## config.mk

```make
export PLATFORM = sky130hd
export DESIGN_NAME = rtc_snap_buf
export DESIGN_NICKNAME = d
export VERILOG_FILES = /design/src/rtl/rtc_snap_pkg.sv /design/src/rtl/rtc_snap_ctrl.sv /design/src/rtl/rtc_snap_dp.sv /design/src/rtl/rtc_snap_buf.sv
export SDC_FILE = /design/constraint.sdc
export NUM_CORES = 1
export LEC_CHECK = 0
export ABC_AREA = 1
export ABC_CLOCK_PERIOD_IN_PS = 1900
export BUFFER_PORTS_ARGS = -buffer_cell sky130_fd_sc_hd__buf_2
export CAP_MARGIN = 0
export CORE_UTILIZATION = 40
export CTS_BUF_LIST = sky130_fd_sc_hd__clkbuf_8
export CTS_CLUSTER_SIZE = 12
export DETAILED_ROUTE_END_ITERATION = 10
export PLACE_DENSITY_LB_ADDON = 0.08
export SLEW_MARGIN = 20
export SYNTH_ARGS = -nofsm -noshare
export SYNTH_HDL_FRONTEND = slang
export SYNTH_SLANG_ARGS = --single-unit
```

## constraint.sdc

```tcl
create_clock -name clk -period 1.9 [get_ports clk]
set_input_delay 0.285 -clock clk [delete_from_list [all_inputs] [get_ports clk]]
set_output_delay 0.285 -clock clk [all_outputs]
set_load 0.02 [all_outputs]
```

## src/rtl/rtc_snap_pkg.sv

```systemverilog
package rtc_snap_pkg;
  // strobes from control to datapath
  typedef struct packed {
    logic capture;   // load shadow from live image this edge
    logic wrEn;      // forward host byte to live registers
    logic secReset;  // seconds written: clear sub-second chain
  } snapCtl_t;

  localparam int SECONDS_ADDR = 0;
endpackage

```

## src/rtl/rtc_snap_ctrl.sv

```systemverilog
module rtc_snap_ctrl
  import rtc_snap_pkg::*;
#(
  parameter int ADDR_W = 5
) (
  input  logic              clk,
  input  logic              rstN,
  input  logic              startDet,
  input  logic              ptrWrap,
  input  logic              secTick,
  input  logic              wrAck,
  input  logic [ADDR_W-1:0] regAddr,
  output snapCtl_t          ctl
);
  logic snapReq;
  logic deferQ;

  assign snapReq = startDet | ptrWrap;

  // a request that meets the 1 Hz update waits one edge for fresh values
  always_ff @(posedge clk) begin
    if (!rstN) deferQ <= 1'b0;
    else       deferQ <= snapReq & secTick;
  end

  always_comb begin
    ctl          = '0;
    ctl.capture  = deferQ | (snapReq & ~secTick);
    ctl.wrEn     = wrAck;
    ctl.secReset = wrAck & (regAddr == ADDR_W'(SECONDS_ADDR));
  end
endmodule

```

## src/rtl/rtc_snap_dp.sv

```systemverilog
module rtc_snap_dp
  import rtc_snap_pkg::*;
#(
  parameter int ADDR_W   = 5,
  parameter int DATA_W   = 8,
  parameter int NUM_TIME = 7
) (
  input  logic                       clk,
  input  logic                       rstN,
  input  snapCtl_t                   ctl,
  input  logic [ADDR_W-1:0]          regAddr,
  input  logic [DATA_W-1:0]          wrData,
  input  logic [NUM_TIME*DATA_W-1:0] liveTime,
  input  logic [DATA_W-1:0]          liveRdData,
  output logic [NUM_TIME*DATA_W-1:0] shadowBus,
  output logic [DATA_W-1:0]          rdData,
  output logic                       liveWrEn,
  output logic [ADDR_W-1:0]          liveWrAddr,
  output logic [DATA_W-1:0]          liveWrData,
  output logic                       subSecReset
);
  for (genvar i = 0; i < NUM_TIME; i++) begin : g_shadow
    logic [DATA_W-1:0] shadowQ;
    always_ff @(posedge clk) begin
      if (!rstN)            shadowQ <= '0;
      else if (ctl.capture) shadowQ <= liveTime[i*DATA_W +: DATA_W];
    end
    assign shadowBus[i*DATA_W +: DATA_W] = shadowQ;
  end

  always_comb begin
    rdData = liveRdData;
    for (int i = 0; i < NUM_TIME; i++) begin
      if (regAddr == ADDR_W'(i)) rdData = shadowBus[i*DATA_W +: DATA_W];
    end
  end

  assign liveWrEn    = ctl.wrEn;
  assign liveWrAddr  = regAddr;
  assign liveWrData  = wrData;
  assign subSecReset = ctl.secReset;
endmodule

```

## src/rtl/rtc_snap_buf.sv

```systemverilog
module rtc_snap_buf
  import rtc_snap_pkg::*;
#(
  parameter int ADDR_W   = 5,
  parameter int DATA_W   = 8,
  parameter int NUM_TIME = 7
) (
  input  logic                       clk,
  input  logic                       rstN,
  input  logic                       startDet,
  input  logic                       ptrWrap,
  input  logic                       secTick,
  input  logic [ADDR_W-1:0]          regAddr,
  input  logic                       wrAck,
  input  logic [DATA_W-1:0]          wrData,
  input  logic [NUM_TIME*DATA_W-1:0] liveTime,
  input  logic [DATA_W-1:0]          liveRdData,
  output logic [DATA_W-1:0]          rdData,
  output logic                       liveWrEn,
  output logic [ADDR_W-1:0]          liveWrAddr,
  output logic [DATA_W-1:0]          liveWrData,
  output logic                       subSecReset
);
  snapCtl_t                   ctl;
  logic [NUM_TIME*DATA_W-1:0] shadowBus;

  rtc_snap_ctrl #(.ADDR_W(ADDR_W)) u_ctrl (
    .clk(clk), .rstN(rstN), .startDet(startDet), .ptrWrap(ptrWrap),
    .secTick(secTick), .wrAck(wrAck), .regAddr(regAddr), .ctl(ctl)
  );

  rtc_snap_dp #(.ADDR_W(ADDR_W), .DATA_W(DATA_W), .NUM_TIME(NUM_TIME)) u_dp (
    .clk(clk), .rstN(rstN), .ctl(ctl), .regAddr(regAddr), .wrData(wrData),
    .liveTime(liveTime), .liveRdData(liveRdData), .shadowBus(shadowBus),
    .rdData(rdData), .liveWrEn(liveWrEn), .liveWrAddr(liveWrAddr),
    .liveWrData(liveWrData), .subSecReset(subSecReset)
  );
endmodule

```

==> metrics.txt, run 1 <==
# TYPE chip_impl_metric gauge
chip_impl_info{name="outcome",value="finished clean"} 1
chip_impl_metric{name="yosysWarningCount",unit=""} 0
chip_impl_metric{name="layout-area-overhead-vs-synth",unit="%"} 33.0
chip_impl_info{name="cp_slowest_cell",value="sky130_fd_sc_hd__nor2_4"} 1
chip_impl_metric{name="clock_tree.buffer_depth",unit=""} 2
chip_impl_info{name="timing.critical_path.max_delay_family",value="simple AND/OR/NAND/NOR gates"} 1
chip_impl_info{name="tritoncts",value="done"} 1
chip_impl_metric{name="dieHeight",unit="um"} 86.8
chip_impl_metric{name="tritoncts_num_sinks",unit=""} 57
chip_impl_metric{name="fmax",unit="GHz"} 0.535
chip_impl_metric{name="timing.max_slew.rel_slack",unit="%"} 78.3
chip_impl_info{name="timing.hold.worst.start",value="startDet"} 1
chip_impl_metric{name="design.die.area",unit="mm2"} 0.00754
chip_impl_info{name="unrepaired_setup_endpoints_after_global_routing",value="true"} 1
chip_impl_info{name="endpoint_kind",value="output port"} 1
chip_impl_info{name="r2r-end",value="u_dp.g_shadow[3].shadowQ[3]$_SDFFE_PN0P_"} 1
chip_impl_metric{name="timing.max_cap.violations",unit=""} 0
chip_impl_metric{name="input_output_buffers",unit=""} 89
chip_impl_metric{name="finish.utilization",unit="%"} 55.7
chip_impl_info{name="synth_commonest_cells",value="115 x sky130_fd_sc_hd__nor2_1, 72 x sky130_fd_sc_hd__nand2_1, 63 x sky130_fd_sc_hd__o21ai_0"} 1
chip_impl_metric{name="rr_worst_depth",unit=""} 4
chip_impl_metric{name="final_estimated_routing_congestion_in_global_placement",unit=""} 0.897
chip_impl_metric{name="grt_antenna_before_repair",unit=""} 0
chip_impl_metric{name="final_layout_size_suffix_gt1_share",unit="%"} 32.5
chip_impl_metric{name="placed_area",unit="mm2"} 0.00336
chip_impl_info{name="crit_path_start_kind",value="input port"} 1
chip_impl_info{name="buffer_cell_driving_the_clock_tree_root",value="sky130_fd_sc_hd__clkbuf_8"} 1
chip_impl_metric{name="h_tree_lvl_count",unit=""} 3
chip_impl_metric{name="global_route.usage.met1",unit="%"} 29.1
chip_impl_metric{name="holdPathStages",unit=""} 3
chip_impl_metric{name="slew_violations",unit=""} 0
chip_impl_info{name="most_area_consuming_cells_after_synthesis",value="sky130_fd_sc_hd__dfxtp_1 40%, sky130_fd_sc_hd__nor2_1 15%, sky130_fd_sc_hd__o21ai_0 11%"} 1
chip_impl_metric{name="report.final.hold_viol_count",unit=""} 0
chip_impl_metric{name="clkSlewWorstSetupHoldPaths",unit="ns"} 0.07
chip_impl_metric{name="synth_top_area_share",unit="%"} 39.7
chip_impl_metric{name="ios",unit=""} 106
chip_impl_metric{name="cts-buffers-inserted",unit=""} 9
chip_impl_metric{name="gr_overflow_total",unit=""} 0
chip_impl_metric{name="fin_area",unit="mm2"} 0.00383
chip_impl_metric{name="cp_data_required_time",unit="ns"} 1.62
chip_impl_metric{name="final.period_utilization",unit="%"} 98.3
chip_impl_info{name="critical_path.cell_chain",value="buf_8, nor2_4, nand2_4, nor2_4, nand2_4, or2_0, nand3_1, nand2_1, nand2_2, nand2_1, buf_6"} 1
chip_impl_metric{name="max_fo_critical_path",unit=""} 6
chip_impl_metric{name="groute.layer.met3.usage",unit="%"} 4.19
chip_impl_info{name="timing.hold.worst.class",value="input port to register"} 1
chip_impl_metric{name="ff2ff_setup_slack",unit="ns"} 0.76
chip_impl_metric{name="synthesis.instances",unit=""} 429
chip_impl_info{name="min_delay_worst_endpoint",value="u_ctrl.deferQ$_SDFF_PN0_"} 1
chip_impl_metric{name="slowest_stage_delay_cp",unit="ns"} 0.21
chip_impl_metric{name="row_count",unit=""} 30
chip_impl_metric{name="detail_route.wl_per_cell",unit="um"} 12.6
chip_impl_metric{name="final_net_count",unit=""} 598
chip_impl_metric{name="clkLatencyLatePin",unit="ns"} 0.33
chip_impl_metric{name="worst-slew-pin-transition",unit="ns"} 0.325
chip_impl_metric{name="synth.distinct_cells",unit=""} 27
chip_impl_metric{name="core-area",unit="mm2"} 0.00687
chip_impl_metric{name="ant_nets",unit=""} 0
chip_impl_metric{name="grt_max_degree",unit=""} 37
chip_impl_metric{name="synth-edff-count",unit=""} 0
chip_impl_metric{name="post_synthesis_area_per_instance",unit="um2"} 6.71
chip_impl_metric{name="drt_first_pass_iters",unit=""} 4
chip_impl_metric{name="yosysSeqAreaShare",unit="%"} 39.7
chip_impl_metric{name="drt-vias-per-instance",unit=""} 4.66
chip_impl_metric{name="grt_first_pass_wirelength",unit="mm"} 12.2
chip_impl_metric{name="detail_route.wirelength",unit="mm"} 7.77
chip_impl_metric{name="synth.ff_latch_count",unit=""} 57
chip_impl_info{name="yosys.area.top_type",value="sky130_fd_sc_hd__dfxtp_1"} 1
chip_impl_metric{name="diodes",unit=""} 0
chip_impl_metric{name="synth.net_count",unit=""} 512
chip_impl_info{name="grt_busiest_layer",value="met2"} 1
chip_impl_info{name="post_synth_top_flop",value="sky130_fd_sc_hd__dfxtp_1"} 1
chip_impl_metric{name="gr-usage-met2",unit="%"} 31.4
chip_impl_metric{name="place.detailed.hpwl",unit="mm"} 5.63
chip_impl_metric{name="route.vias.total",unit=""} 2868
chip_impl_metric{name="hold_slack",unit="ns"} 0.159
chip_impl_metric{name="first_iter_violations",unit=""} 124
chip_impl_metric{name="syn_area",unit="mm2"} 0.00288
chip_impl_metric{name="worst_path_buf_inv",unit=""} 2
chip_impl_metric{name="fp.dieW",unit="um"} 86.8
chip_impl_metric{name="fin_crit",unit="ns"} 1.87
chip_impl_metric{name="power.static_leakage",unit="nW"} 1.83
chip_impl_metric{name="synth_async_sr_flop_share",unit="%"} 0
chip_impl_metric{name="power.density_cell_area",unit="mW/mm2"} 807
chip_impl_metric{name="drcViolationCount",unit=""} 0
chip_impl_metric{name="fin_skew",unit="ns"} 0.00927
chip_impl_info{name="worstReg2RegStart",value="u_ctrl.deferQ$_SDFF_PN0_"} 1
chip_impl_metric{name="worst_path_arrival_time",unit="ns"} 1.58
chip_impl_info{name="critPathKind",value="input port to output port"} 1
chip_impl_metric{name="cts_hold_buf",unit=""} 0
chip_impl_info{name="synth_most_common_cell",value="sky130_fd_sc_hd__nor2_1"} 1
chip_impl_metric{name="grt_pass1_vias",unit=""} 2618
chip_impl_metric{name="initial_core_utilization",unit="%"} 41.9
chip_impl_metric{name="irDropWorstVdd",unit="uV"} 378
chip_impl_metric{name="report.final.setup_viol",unit=""} 0
chip_impl_metric{name="grt_util_all_layers",unit="%"} 21.1
-- report_power, final --
group | internal, W | switching, W | total [W]
sequential | 0.00130 | 0.0000631 | 0.00137
clock | 0.000672 | 0.000486 | 0.00116
combinational | 0.000247 | 0.000317 | 0.000565
-- timing repair --
action	CTS	global route
pin swaps	14	24
setup endpoints to repair	7	8
hold endpoints to repair	0	0
gates resized for setup	19	38
buffers inserted	4	3
cloned	0	0
-- placed cells by master (no fill, tap or decap), types with 2 or more instances in the layout --
cell and instances:
sky130_fd_sc_hd__or2_0 5, sky130_fd_sc_hd__nand3_1 15, sky130_fd_sc_hd__inv_2 9, sky130_fd_sc_hd__nand2_2 5, sky130_fd_sc_hd__or2_4 2, sky130_fd_sc_hd__buf_6 11, sky130_fd_sc_hd__clkbuf_8 11, sky130_fd_sc_hd__inv_1 17
sky130_fd_sc_hd__buf_8 2, sky130_fd_sc_hd__buf_12 4, sky130_fd_sc_hd__nor2_1 115, sky130_fd_sc_hd__a31oi_1 3, sky130_fd_sc_hd__buf_4 15, sky130_fd_sc_hd__o21ai_1 4, sky130_fd_sc_hd__nand2_1 67, sky130_fd_sc_hd__nor2_4 9
sky130_fd_sc_hd__buf_2 78, sky130_fd_sc_hd__o21ai_0 59, sky130_fd_sc_hd__o21ai_2 3, sky130_fd_sc_hd__a31oi_4 2, sky130_fd_sc_hd__dfxtp_2 2, sky130_fd_sc_hd__nand4_1 2, sky130_fd_sc_hd__or2_2 2, sky130_fd_sc_hd__nand2_4 2
sky130_fd_sc_hd__a21oi_1 9, sky130_fd_sc_hd__dfxtp_1 55, sky130_fd_sc_hd__nand3_2 4
-- worst min-delay path, stage by stage --
cell	delay, ns
sky130_fd_sc_hd__buf_2	0.07
sky130_fd_sc_hd__nor2_1	0.04
sky130_fd_sc_hd__nor2_1	0.07
-- worst max-delay path by stage --
stage,from,to,slack (ns),depth (start not counted)
3_3_place_gp,regAddr[0],rdData[4],-0.09,15
4_1_cts,regAddr[3],rdData[4],-0.02,11
5_1_grt,regAddr[2],rdData[7],-0.09,11
2_1_floorplan,regAddr[4],rdData[1],0.28,8
6_report,regAddr[2],rdData[4],0.03,11
3_5_place_dp,regAddr[2],rdData[4],-0.09,14
-- through the flow --
stage	instances	TNS [ns]	power (W)	setup slack, ns
final	616	0	0.00309	0.0318
after global routing	616	-0.515	0.00324	-0.0924
after CTS	613	-0.0246	0.00307	-0.0246
after detailed placement	593	-0.239	0.00189	-0.0935
after global placement	593	-0.154	0.00188	-0.0918
after floorplan	429	0	0.00172	0.284
-- registers in the layout, indices dropped and copies added, names as in the netlist --
register and count:
u_dp.g_shadow.shadowQ 56, u_ctrl.deferQ 1
-- kinds of logic after synthesis --
family | count (synthesis) | synth area share [%]
simple gates | 230 | 34.9
compound gates | 81 | 14.4
buf+inv | 61 | 11.0
flops | 57 | 39.7
-- per-layer routing --
layer	vias up	share of wire (%)
met5	-	0
met4	0	1.9
met3	15	4.8
met2	72	44
met1	1260	50
li1	1521	-
-- layout make-up --
class / instances / area [um2]
tap: 96 / 120
fill: 703 / 3040
clock inverter: 5 / 55.1
clock buffer: 11 / 151
multi-input combinational: 311 / 1520
timing repair buffer: 110 / 737
inverter: 26 / 100
sequential: 57 / 1140
(Power assumes the default switching activity.)
==> run 2, diff against run 1 <==
--- a/config.mk
+++ b/config.mk
@@ -17,4 +17,5 @@
 export SLEW_MARGIN = 20
 export SYNTH_ARGS = -nofsm -noshare
 export SYNTH_HDL_FRONTEND = slang
+export SYNTH_HIERARCHICAL = 1
 export SYNTH_SLANG_ARGS = --single-unit
==> metrics.txt, run 2 <==
# TYPE chip_impl_metric gauge
chip_impl_metric{name="multiInputGateArea",unit="mm2"} 0.00152
chip_impl_metric{name="design.die.area",unit="mm2"} 0.00783
chip_impl_metric{name="final.period_utilization",unit="%"} 103
chip_impl_info{name="critPathKind",value="input port to output port"} 1
chip_impl_metric{name="input_output_buffers",unit=""} 89
chip_impl_metric{name="irDropWorstVdd",unit="uV"} 528
chip_impl_metric{name="drt_first_pass_iters",unit=""} 4
chip_impl_metric{name="row_count",unit=""} 31
chip_impl_metric{name="dieHeight",unit="um"} 88.5
chip_impl_metric{name="tritoncts_num_sinks",unit=""} 57
chip_impl_info{name="post_synth_top_flop",value="sky130_fd_sc_hd__dfxtp_1"} 1
chip_impl_metric{name="initial_core_utilization",unit="%"} 41.3
chip_impl_metric{name="report.final.hold_viol_count",unit=""} 0
chip_impl_metric{name="slew_violations",unit=""} 0
chip_impl_metric{name="cp_data_required_time",unit="ns"} 1.62
chip_impl_info{name="endpoint_kind",value="output port"} 1
chip_impl_info{name="buffer_cell_driving_the_clock_tree_root",value="sky130_fd_sc_hd__clkbuf_8"} 1
chip_impl_metric{name="grt_max_degree",unit=""} 49
chip_impl_metric{name="clkLatencyLatePin",unit="ns"} 0.32
chip_impl_metric{name="synth_compound_area_share",unit="%"} 13.0
chip_impl_metric{name="detail_route.wl_per_cell",unit="um"} 12.8
chip_impl_metric{name="synthXorXnorAreaFrac",unit="%"} 0
chip_impl_metric{name="yosysSeqAreaShare",unit="%"} 38.1
chip_impl_info{name="most_area_consuming_cells_after_synthesis",value="sky130_fd_sc_hd__dfxtp_1 38%, sky130_fd_sc_hd__nor2_1 13%, sky130_fd_sc_hd__nand2_1 10%"} 1
chip_impl_metric{name="tns",unit="ns"} -0.0803
chip_impl_metric{name="first_iter_violations",unit=""} 172
chip_impl_info{name="synth_commonest_cells",value="105 x sky130_fd_sc_hd__nor2_1, 80 x sky130_fd_sc_hd__nand2_1, 58 x sky130_fd_sc_hd__o21ai_0"} 1
chip_impl_metric{name="fin_skew",unit="ns"} 0.00789
chip_impl_metric{name="synth_async_sr_flop_share",unit="%"} 0
chip_impl_metric{name="clock_tree.buffer_depth",unit=""} 2
chip_impl_metric{name="post_synthesis_area_per_instance",unit="um2"} 6.55
chip_impl_info{name="crit_path_start_kind",value="input port"} 1
chip_impl_metric{name="h_tree_lvl_count",unit=""} 3
chip_impl_metric{name="diodes",unit=""} 0
chip_impl_metric{name="grt_util_all_layers",unit="%"} 21.4
chip_impl_metric{name="report.final.setup_viol",unit=""} 4
chip_impl_info{name="r2r-end",value="u_dp/g_shadow[2].shadowQ[4]$_SDFFE_PN0P_"} 1
chip_impl_metric{name="synthesis.instances",unit=""} 457
chip_impl_metric{name="cts-buffers-inserted",unit=""} 9
chip_impl_info{name="timing.hold.worst.class",value="input port to register"} 1
chip_impl_info{name="worstReg2RegStart",value="u_ctrl/deferQ$_SDFF_PN0_"} 1
chip_impl_metric{name="synth.ff_latch_count",unit=""} 57
chip_impl_metric{name="max_fo_critical_path",unit=""} 5
chip_impl_metric{name="stdcell_count",unit=""} 642
chip_impl_metric{name="ios",unit=""} 106
chip_impl_metric{name="route.vias.total",unit=""} 3097
chip_impl_metric{name="core-area",unit="mm2"} 0.00725
chip_impl_metric{name="setup_slack",unit="ns"} -0.0483
chip_impl_metric{name="final_estimated_routing_congestion_in_global_placement",unit=""} 0.826
chip_impl_metric{name="worst-slew-pin-transition",unit="ns"} 0.444
chip_impl_metric{name="grt_first_pass_wirelength",unit="mm"} 12.7
chip_impl_info{name="unrepaired_setup_endpoints_after_global_routing",value="true"} 1
chip_impl_metric{name="place.detailed.hpwl",unit="mm"} 5.94
chip_impl_metric{name="drcViolationCount",unit=""} 0
chip_impl_metric{name="fp.dieW",unit="um"} 88.5
chip_impl_metric{name="layout-area-overhead-vs-synth",unit="%"} 30.1
chip_impl_info{name="timing.critical_path.to",value="rdData[1]"} 1
chip_impl_metric{name="grt_antenna_before_repair",unit=""} 0
chip_impl_metric{name="fin_crit",unit="ns"} 1.95
chip_impl_metric{name="clkSlewWorstSetupHoldPaths",unit="ns"} 0.07
chip_impl_info{name="layout_commonest_cell",value="sky130_fd_sc_hd__nor2_1"} 1
chip_impl_metric{name="yosys.area_share.adder",unit="%"} 0
chip_impl_metric{name="ant_nets",unit=""} 0
chip_impl_metric{name="yosys-mux-area-fraction",unit="%"} 0
chip_impl_metric{name="synth.net_count",unit=""} 540
chip_impl_metric{name="power.density_cell_area",unit="mW/mm2"} 845
chip_impl_metric{name="seqCellArea",unit="mm2"} 0.00114
chip_impl_metric{name="timing.max_cap.violations",unit=""} 0
chip_impl_metric{name="synth_top_area_share",unit="%"} 38.1
chip_impl_info{name="top_register",value="u_dp/g_shadow.shadowQ"} 1
chip_impl_metric{name="placed_cells_incl_taps",unit=""} 622
chip_impl_metric{name="detail_route.wirelength",unit="mm"} 8.20
chip_impl_metric{name="final_net_count",unit=""} 621
chip_impl_info{name="top_registers",value="u_dp/g_shadow.shadowQ: 56 flops, u_ctrl/deferQ: 1 flops"} 1
chip_impl_info{name="synth_most_common_cell",value="sky130_fd_sc_hd__nor2_1"} 1
chip_impl_info{name="outcome",value="finished, violations left"} 1
chip_impl_metric{name="grt_pass1_vias",unit=""} 2719
chip_impl_info{name="combinational_family_with_the_most_area_after_synthesis",value="simple AND/OR/NAND/NOR gates"} 1
chip_impl_info{name="layout.cells.most_common_list",value="105 x sky130_fd_sc_hd__nor2_1, 82 x sky130_fd_sc_hd__buf_2, 74 x sky130_fd_sc_hd__nand2_1"} 1
chip_impl_metric{name="timing.max_slew.rel_slack",unit="%"} 70.4
chip_impl_metric{name="ff2ff_setup_slack",unit="ns"} 0.57
chip_impl_metric{name="syn_area",unit="mm2"} 0.00299
chip_impl_metric{name="power.static_leakage",unit="nW"} 1.98
chip_impl_metric{name="synth-edff-count",unit=""} 0
chip_impl_metric{name="fmax",unit="GHz"} 0.513
chip_impl_metric{name="filler_cell_count",unit=""} 772
chip_impl_info{name="tritoncts",value="done"} 1
chip_impl_metric{name="final_layout_size_suffix_gt1_share",unit="%"} 32.0
chip_impl_info{name="failing_checks",value="negative setup slack"} 1
chip_impl_metric{name="synth.distinct_cells",unit=""} 26
chip_impl_info{name="timing.critical_path.from",value="regAddr[3]"} 1
chip_impl_metric{name="synth_simple_gate_area_share",unit="%"} 35.6
chip_impl_metric{name="gr_overflow_total",unit=""} 0
chip_impl_metric{name="worst_path_arrival_time",unit="ns"} 1.66
chip_impl_metric{name="rr_worst_depth",unit=""} 5
chip_impl_metric{name="yosysWarningCount",unit=""} 6
chip_impl_info{name="yosys.area.top_type",value="sky130_fd_sc_hd__dfxtp_1"} 1
chip_impl_metric{name="drt-vias-per-instance",unit=""} 4.82
chip_impl_metric{name="largest_register_ff_count",unit=""} 56
chip_impl_metric{name="cts_hold_buf",unit=""} 0
[run 2: cell count changes in the layout (fill, tap and decap cells not counted), moves of 5 or more]
cell                      delta
sky130_fd_sc_hd__nand3_1     +5
sky130_fd_sc_hd__buf_6       -5
sky130_fd_sc_hd__inv_1       +9
sky130_fd_sc_hd__nor2_4      -6
sky130_fd_sc_hd__nor2_1     -10
sky130_fd_sc_hd__nand2_1     +7
sky130_fd_sc_hd__nand4_1     +7
sky130_fd_sc_hd__inv_2       +9
[run 2: where the power goes]
group	internal, W	total (W)	switching (W)
Combinational	0.000234	0.000559	0.000326
Clock	0.000900	0.00138	0.000481
Sequential	0.00130	0.00135	0.0000500
[run 2: per-layer routing]
layer	track usage, %	part of all wire (%)	vias up
li1	-	-	1589
met5	0	0	-
met4	9.38	1.1	0
met2	33.6	46	93
met3	3.54	5.0	10
met1	28.9	47	1405
[run 2: cell type report]
cell class / count / area share, %
Inverter: 45 / 4.34
Clock inverter: 6 / 2.73
Sequential cell: 57 / 29.3
Multi-Input combinational cell: 316 / 39.1
Timing Repair Buffer: 109 / 17.8
Clock buffer: 10 / 3.53
Tap cell: 99 / 3.18
[run 2: worst min-delay path by stage]
stage	start	endpoint	cells past startpoint	slack, ns
after floorplan	secTick	u_ctrl/deferQ$_SDFF_PN0_	2	0.40
after global placement	u_dp/g_shadow[1].shadowQ[0]$_SDFFE_PN0P_	u_dp/g_shadow[1].shadowQ[0]$_SDFFE_PN0P_	2	0.45
after detailed placement	u_dp/g_shadow[1].shadowQ[0]$_SDFFE_PN0P_	u_dp/g_shadow[1].shadowQ[0]$_SDFFE_PN0P_	2	0.45
after CTS	liveTime[50]	u_dp/g_shadow[6].shadowQ[2]$_SDFFE_PN0P_	3	0.16
after global routing	liveTime[18]	u_dp/g_shadow[2].shadowQ[2]$_SDFFE_PN0P_	3	0.17
final	liveTime[50]	u_dp/g_shadow[6].shadowQ[2]$_SDFFE_PN0P_	3	0.18
[run 2: worst max-delay path, stage by stage]
cell,delay (ns)
sky130_fd_sc_hd__buf_8,0.10
sky130_fd_sc_hd__nor2_4,0.19
sky130_fd_sc_hd__buf_6,0.15
sky130_fd_sc_hd__buf_4,0.11
sky130_fd_sc_hd__nand4_1,0.11
sky130_fd_sc_hd__nand3_1,0.13
sky130_fd_sc_hd__nand2_1,0.09
sky130_fd_sc_hd__nand3_1,0.09
sky130_fd_sc_hd__nand3_1,0.08
sky130_fd_sc_hd__nand2_1,0.06
sky130_fd_sc_hd__nand2_1,0.04
sky130_fd_sc_hd__nand2_1,0.05
sky130_fd_sc_hd__buf_2,0.15
[run 2: logic make-up after synthesis]
kind of cell           after synthesis
AO/OA/AOI/OAI                       76
flip-flops                          57
AND/OR/NAND/NOR                    240
buffers and inverters               84
[run 2: metrics by stage]
stage	total power (W)	instance area, um2	util (%)	setup WS [ns]	hold WS (ns)
floorplan	0.00170	2990	-	0.267	0.404
global placement	0.00189	3510	48.4	-0.0486	0.446
detailed placement	0.00190	3510	48.4	-0.0470	0.451
CTS	0.00330	3790	52.3	-0.0162	0.162
global route	0.00347	3890	53.7	-0.161	0.173
finish	0.00329	3890	53.7	-0.0483	0.179
[run 2: timing repair]
item                                    CTS  global route
hold endpoints to repair                  0             0
setup buffers                             2             2
pin swaps                                 3            18
endpoints found under the setup margin    8             8
gates resized for setup                   7            25
